## src/rtl/retx_fifo.sv

```systemverilog
module retx_fifo #(
  parameter int DEPTH = 256,
  parameter int WIDTH = 9
) (
  input  logic             clk,
  input  logic             mr_n,
  input  logic             wr_n,
  input  logic [WIDTH-1:0] wr_data,
  input  logic             rd_n,
  input  logic             rt_n,
  output logic [WIDTH-1:0] rd_data,
  output logic             rd_oe,
  output logic             empty,
  output logic             full,
  output logic             half_full
);
  localparam int AW = $clog2(DEPTH);
  localparam int CW = AW + 1;
  localparam logic [CW-1:0] CNT_FULL = CW'(DEPTH);
  localparam logic [CW-1:0] CNT_HALF = CW'(DEPTH / 2);
  localparam logic [AW-1:0] PTR_LAST = AW'(DEPTH - 1);

  logic [2:0]       wr_s, rd_s, rt_s;
  logic [WIDTH-1:0] d0, d1;
  logic [WIDTH-1:0] mem [DEPTH];
  logic [AW-1:0]    wptr, rptr;
  logic [CW-1:0]    count;
  logic             wrapped;

  wire wr_fall = wr_s[2] & ~wr_s[1];
  wire rd_fall = rd_s[2] & ~rd_s[1];
  wire rt_go   = rt_s[2] & ~rt_s[1] & wr_s[1] & rd_s[1];
  wire do_wr   = wr_fall & ~full;
  wire do_rd   = rd_fall & ~empty;

  assign empty     = (count == '0);
  assign full      = (count == CNT_FULL);
  assign half_full = (count > CNT_HALF);
  assign rd_oe     = ~rd_s[1];

  always_ff @(posedge clk or negedge mr_n) begin
    if (!mr_n) begin
      wr_s <= '1;
      rd_s <= '1;
      rt_s <= '1;
      d0   <= '0;
      d1   <= '0;
    end else begin
      wr_s <= {wr_s[1:0], wr_n};
      rd_s <= {rd_s[1:0], rd_n};
      rt_s <= {rt_s[1:0], rt_n};
      d0   <= wr_data;
      d1   <= d0;
    end
  end

  always_ff @(posedge clk or negedge mr_n) begin
    if (!mr_n) begin
      wptr    <= '0;
      rptr    <= '0;
      count   <= '0;
      wrapped <= 1'b0;
      rd_data <= '0;
    end else if (rt_go) begin
      rptr  <= '0;
      count <= wrapped ? CNT_FULL : {1'b0, wptr};
    end else begin
      if (do_wr) begin
        wptr <= wptr + 1'b1;
        if (wptr == PTR_LAST) wrapped <= 1'b1;
      end
      if (do_rd) begin
        rd_data <= mem[rptr];
        rptr    <= rptr + 1'b1;
      end
      count <= count + CW'(do_wr) - CW'(do_rd);
    end
  end

  always_ff @(posedge clk) begin
    if (do_wr) mem[wptr] <= d1;
  end


  no_overflow_chk: assert property (@(posedge clk) disable iff (!mr_n)
    (full && wr_fall && !rd_fall) |=> ($stable(wptr) && full));


  no_underrun_chk: assert property (@(posedge clk) disable iff (!mr_n)
    (empty && rd_fall) |=> ($stable(rd_data) && $stable(rptr)));


  flag_excl_chk: assert property (@(posedge clk) disable iff (!mr_n)
    $onehot0({empty, half_full}) && !(empty && full));


  rewind_chk: assert property (@(posedge clk) disable iff (!mr_n)
    rt_go |=> (rptr == '0));


  one_step_chk: assert property (@(posedge clk) disable iff (!mr_n)
    !rt_go |=> (count == $past(count) || count == $past(count) + 1'b1 ||
                count == $past(count) - 1'b1));


  rt_blocked_chk: assert property (@(posedge clk) disable iff (!mr_n)
    (!rd_s[1] && !rd_fall && !wr_fall) |=> $stable(rptr));
endmodule

```

## config.mk

```make
export PLATFORM = sky130hd
export DESIGN_NAME = retx_fifo
export DESIGN_NICKNAME = d
export VERILOG_FILES = /design/src/rtl/retx_fifo.sv
export SDC_FILE = /design/constraint.sdc
export NUM_CORES = 2
export LEC_CHECK = 0
export CAP_MARGIN = 30
export CORE_ASPECT_RATIO = 0.5
export CORE_UTILIZATION = 55
export CTS_CLUSTER_SIZE = 16
export DETAILED_ROUTE_END_ITERATION = 8
export PLACE_DENSITY = 0.75
export SKIP_LAST_GASP = 1
export SLEW_MARGIN = 20
export SYNTH_ARGS = -nofsm -noshare
export SYNTH_HDL_FRONTEND = slang
export SYNTH_SLANG_ARGS = --single-unit
```

## constraint.sdc

```tcl
create_clock -name clk -period 7.34 [get_ports clk]
set_clock_uncertainty 0.2 [all_clocks]
set_input_delay 1.835 -clock clk [delete_from_list [all_inputs] [get_ports clk]]
set_output_delay 1.835 -clock clk [all_outputs]
set_load 0.01 [all_outputs]
```

==> impl_results.md <==
* Worst-path maximum fanout at 3
* Total global routing track utilization at 27.09%
* Hold_ws at 0.1476 ns
* Aggregate routed wire length at 229,000 um
* Required time at the endpoint of the critical path at 5.31 ns
* Starting density of the core at 55.73%
* Buffer type at the clock tree root: sky130_fd_sc_hd__clkbuf_16
* Wire length of the first global-routing pass at 325,600 um
* Achievable clock frequency at 201.2 MHz
* Worst Setup Slack post-DPL at 2.684 ns
* Most numerous cell in the Yosys netlist: sky130_fd_sc_hd__edfxtp_1
* Fraction of post-synthesis cell area in the top cell type by area at 75.30%
* Synthesis-to-finish area growth at 10.45%
* Final instance area at 0.1015 sq mm
* Standby leakage power at 0.03172 uW
* Sequential fraction of the synthesis area at 77.00%
* Type of element launching the critical path: register
* Pin count of the biggest net entering global routing at 209
* Path category of the worst min-delay check: register to register
* Die area at 0.1688 sq mm
* Register clock-pin slew on the reported worst setup and hold paths at 0.06 ns
* Cts-stage hold buffer count at 0
* Max-capacitance violation count at 0
* Layout cell share with drive strength beyond 1 at 23.32%
* Count of final setup violators at 0
* Hold violation count in the final report at 0
* Remaining antenna violation count at 0
* Core Rows at 105
* Type of the setup path with the least slack: register to primary output
* TritonCTS buffer count at 196
* 1st-pass router iterations at 6
* Die width at 580.0 um
* Actual slew at the worst max-slew pin at 1.270 ns
* Tcrit/Tclk final at 67.71%
* Combinational fraction of design power at 25.5%
* Commonest register cell after synthesis: sky130_fd_sc_hd__edfxtp_1
* Net total in the final layout at 4,436
* Post-synth net total at 4,291
* Power density cells at 341.0 mW/mm^2
* Height of the die at 291.0 um
* Number of H-tree levels at 4
* Power share of the clock group at 30.4%
* Reported net switching power at 10,120 uW
* FILL cells at 10,674
* Residual DRC count at 0
* Highest ir drop seen on vdd at 0.0003665 V
* Average detailed-routed wire length per instance at 33.84 um
* Post-Syn Instances at 4,257
* CP Data Arrival Time at 2.93 ns
* Post-detailed-route via-to-cell ratio at 6.804
* Placeable Area at 0.1649 sq mm
* Count of pins over their slew limit at 0
* Kind of end point of the critical path: primary output
* RSZ-0062 raised after global routing: no
* Iteration-0 DRC Markers at 7,629
* Final HPWL DP at 134,100 um
* Setup slack on the worst flop-to-flop path at 2.58 ns
* Synthesized flop and latch total at 2,366
* Fraction of registers with async set/reset at 2.620%
* Leading cell types by count after synthesis: sky130_fd_sc_hd__edfxtp_1, sky130_fd_sc_hd__mux4_2, sky130_fd_sc_hd__nor2_1
* Count of vias placed by the detailed router at 46,037
* Post-Place Cell Area at 0.09451 sq mm
* Core occupancy in the finished layout at 61.55%
* Vias in the first global route at 45,216
* Global route overflow at 0
* Maximum root-to-sink buffer count at 3
* Number of buffers inserted by port buffering at 26
* Switching power share of the total at 29.23%
* Mapped Area at 0.09188 sq mm
* Max-slew headroom at the worst pin at 15.36%
* Top cell type by total area after synthesis: sky130_fd_sc_hd__edfxtp_1
* Post-CTS Repair Setup Buffers at 0
* Later-pin clock latency in the skew report at 0.85 ns
* Distinct cell type count of the synthesized netlist at 80
* Cell-internal power at 24,490 uW
* Status: complete, no violations
* Synth top area cells: sky130_fd_sc_hd__edfxtp_1, sky130_fd_sc_hd__mux4_2, sky130_fd_sc_hd__mux2i_1, sky130_fd_sc_hd__dfrtp_1, sky130_fd_sc_hd__nor2_1
* Synth Warn # at 0
* Avg Synthesized Cell Area at 21.58 sq um
* Sequential share of power at 44.1%
* Post-layout worst setup margin at 2.370 ns
* Clock tree from TritonCTS: done
* Post-synth EDFFs at 2,304
* Final critical-path required period at 4.970 ns
* Top-level I/O count at 27
* Antenna violations before repair at 10
* Weighted congestion reported at the end of routability-driven placement at 0.8905
* Sum of negative setup slack at 0 ns
* Resize count post-CTS at 0
* Clock sinks at 2,366
## metal layers
layer  vias to the layer above  global-route usage (%)  part of all wire (%)
met4                         8                   10.24                   3.6
met3                       506                   7.740                    14
met1                     24103                   38.86                    37
met2                      3372                   39.97                    46
met5                         -                       0                 0.027
li1                      18048                       -                     -
## flip-flops by register name, summed over array words and instances (netlist names)
name / cells
wr_s: 3
mem: 2304
wptr: 8
rd_data: 9
d1: 9
rd_s: 3
count: 9
rptr: 8
wrapped: 1
rt_s: 3
d0: 9
## final cells by class
type,instances,area (sq um),share of cell area [%]
sequential,2366,70800,69.76
multi-input combinational,1613,19540,19.26
clock buffer,250,5253,5.176
tap,2193,2744,2.704
timing repair buffer,199,1942,1.913
clock inverter,113,1087,1.071
inverter,26,105.1,0.1036
antenna,6,15.01,0.01479
## worst max-delay path, stage by stage (launching register included)
cell and delay, ns:
sky130_fd_sc_hd__dfrtp_1 0.39, sky130_fd_sc_hd__inv_1 0.09, sky130_fd_sc_hd__ha_1 0.15, sky130_fd_sc_hd__nor4bb_1 0.49, sky130_fd_sc_hd__and3_1 0.28, sky130_fd_sc_hd__clkdlybuf4s50_1 0.70
## cell usage in the layout (no fill, tap or decap), drive strengths merged, types with 53 or more instances in the layout
cell,instances
edfxtp,2304
nand2,82
mux2i,179
buf,174
nor2,290
a21oi,61
dfrtp,53
mux4,561
clkbuf,250
clkinv,81
## power by group through the flow
stage	sequential [uW]	clock, uW	combinational, uW
floorplan	15400	0	6240
global placement	15600	0	8480
detailed placement	15600	0	8640
CTS	15300	10500	8700
global route	15300	11000	9170
finish	15300	10500	8820
## kinds of logic after synthesis
logic type	count (synthesis)	synth area share (%)
multiplexers	746	15.81
XOR/XNOR	17	0.1620
adder cells (fa/ha/maj)	20	0.2805
AO/OA/AOI/OAI	334	2.580
buffers and inverters	278	1.822
flip-flops	2366	77.00
AND/OR/NAND/NOR	496	2.350
## final timing paths
kind,from,to,depth (start not counted)
min,d0[1],d1[1],0
min in group asynchronous,mr_n,d1[6],2
max,count[3],full,5
max in group asynchronous,mr_n,rptr[2],3
min reg2reg,d0[1],d1[1],0
max reg2reg,rptr[0],rd_data[1],8
## metrics by stage
step | cells | total power, uW
finish | 6766 | 34610
global route | 6760 | 35480
CTS | 6699 | 34520
detailed placement | 6336 | 24220
global placement | 6303 | 24100
floorplan | 4257 | 21680
Power figures use the tool's default switching activity.
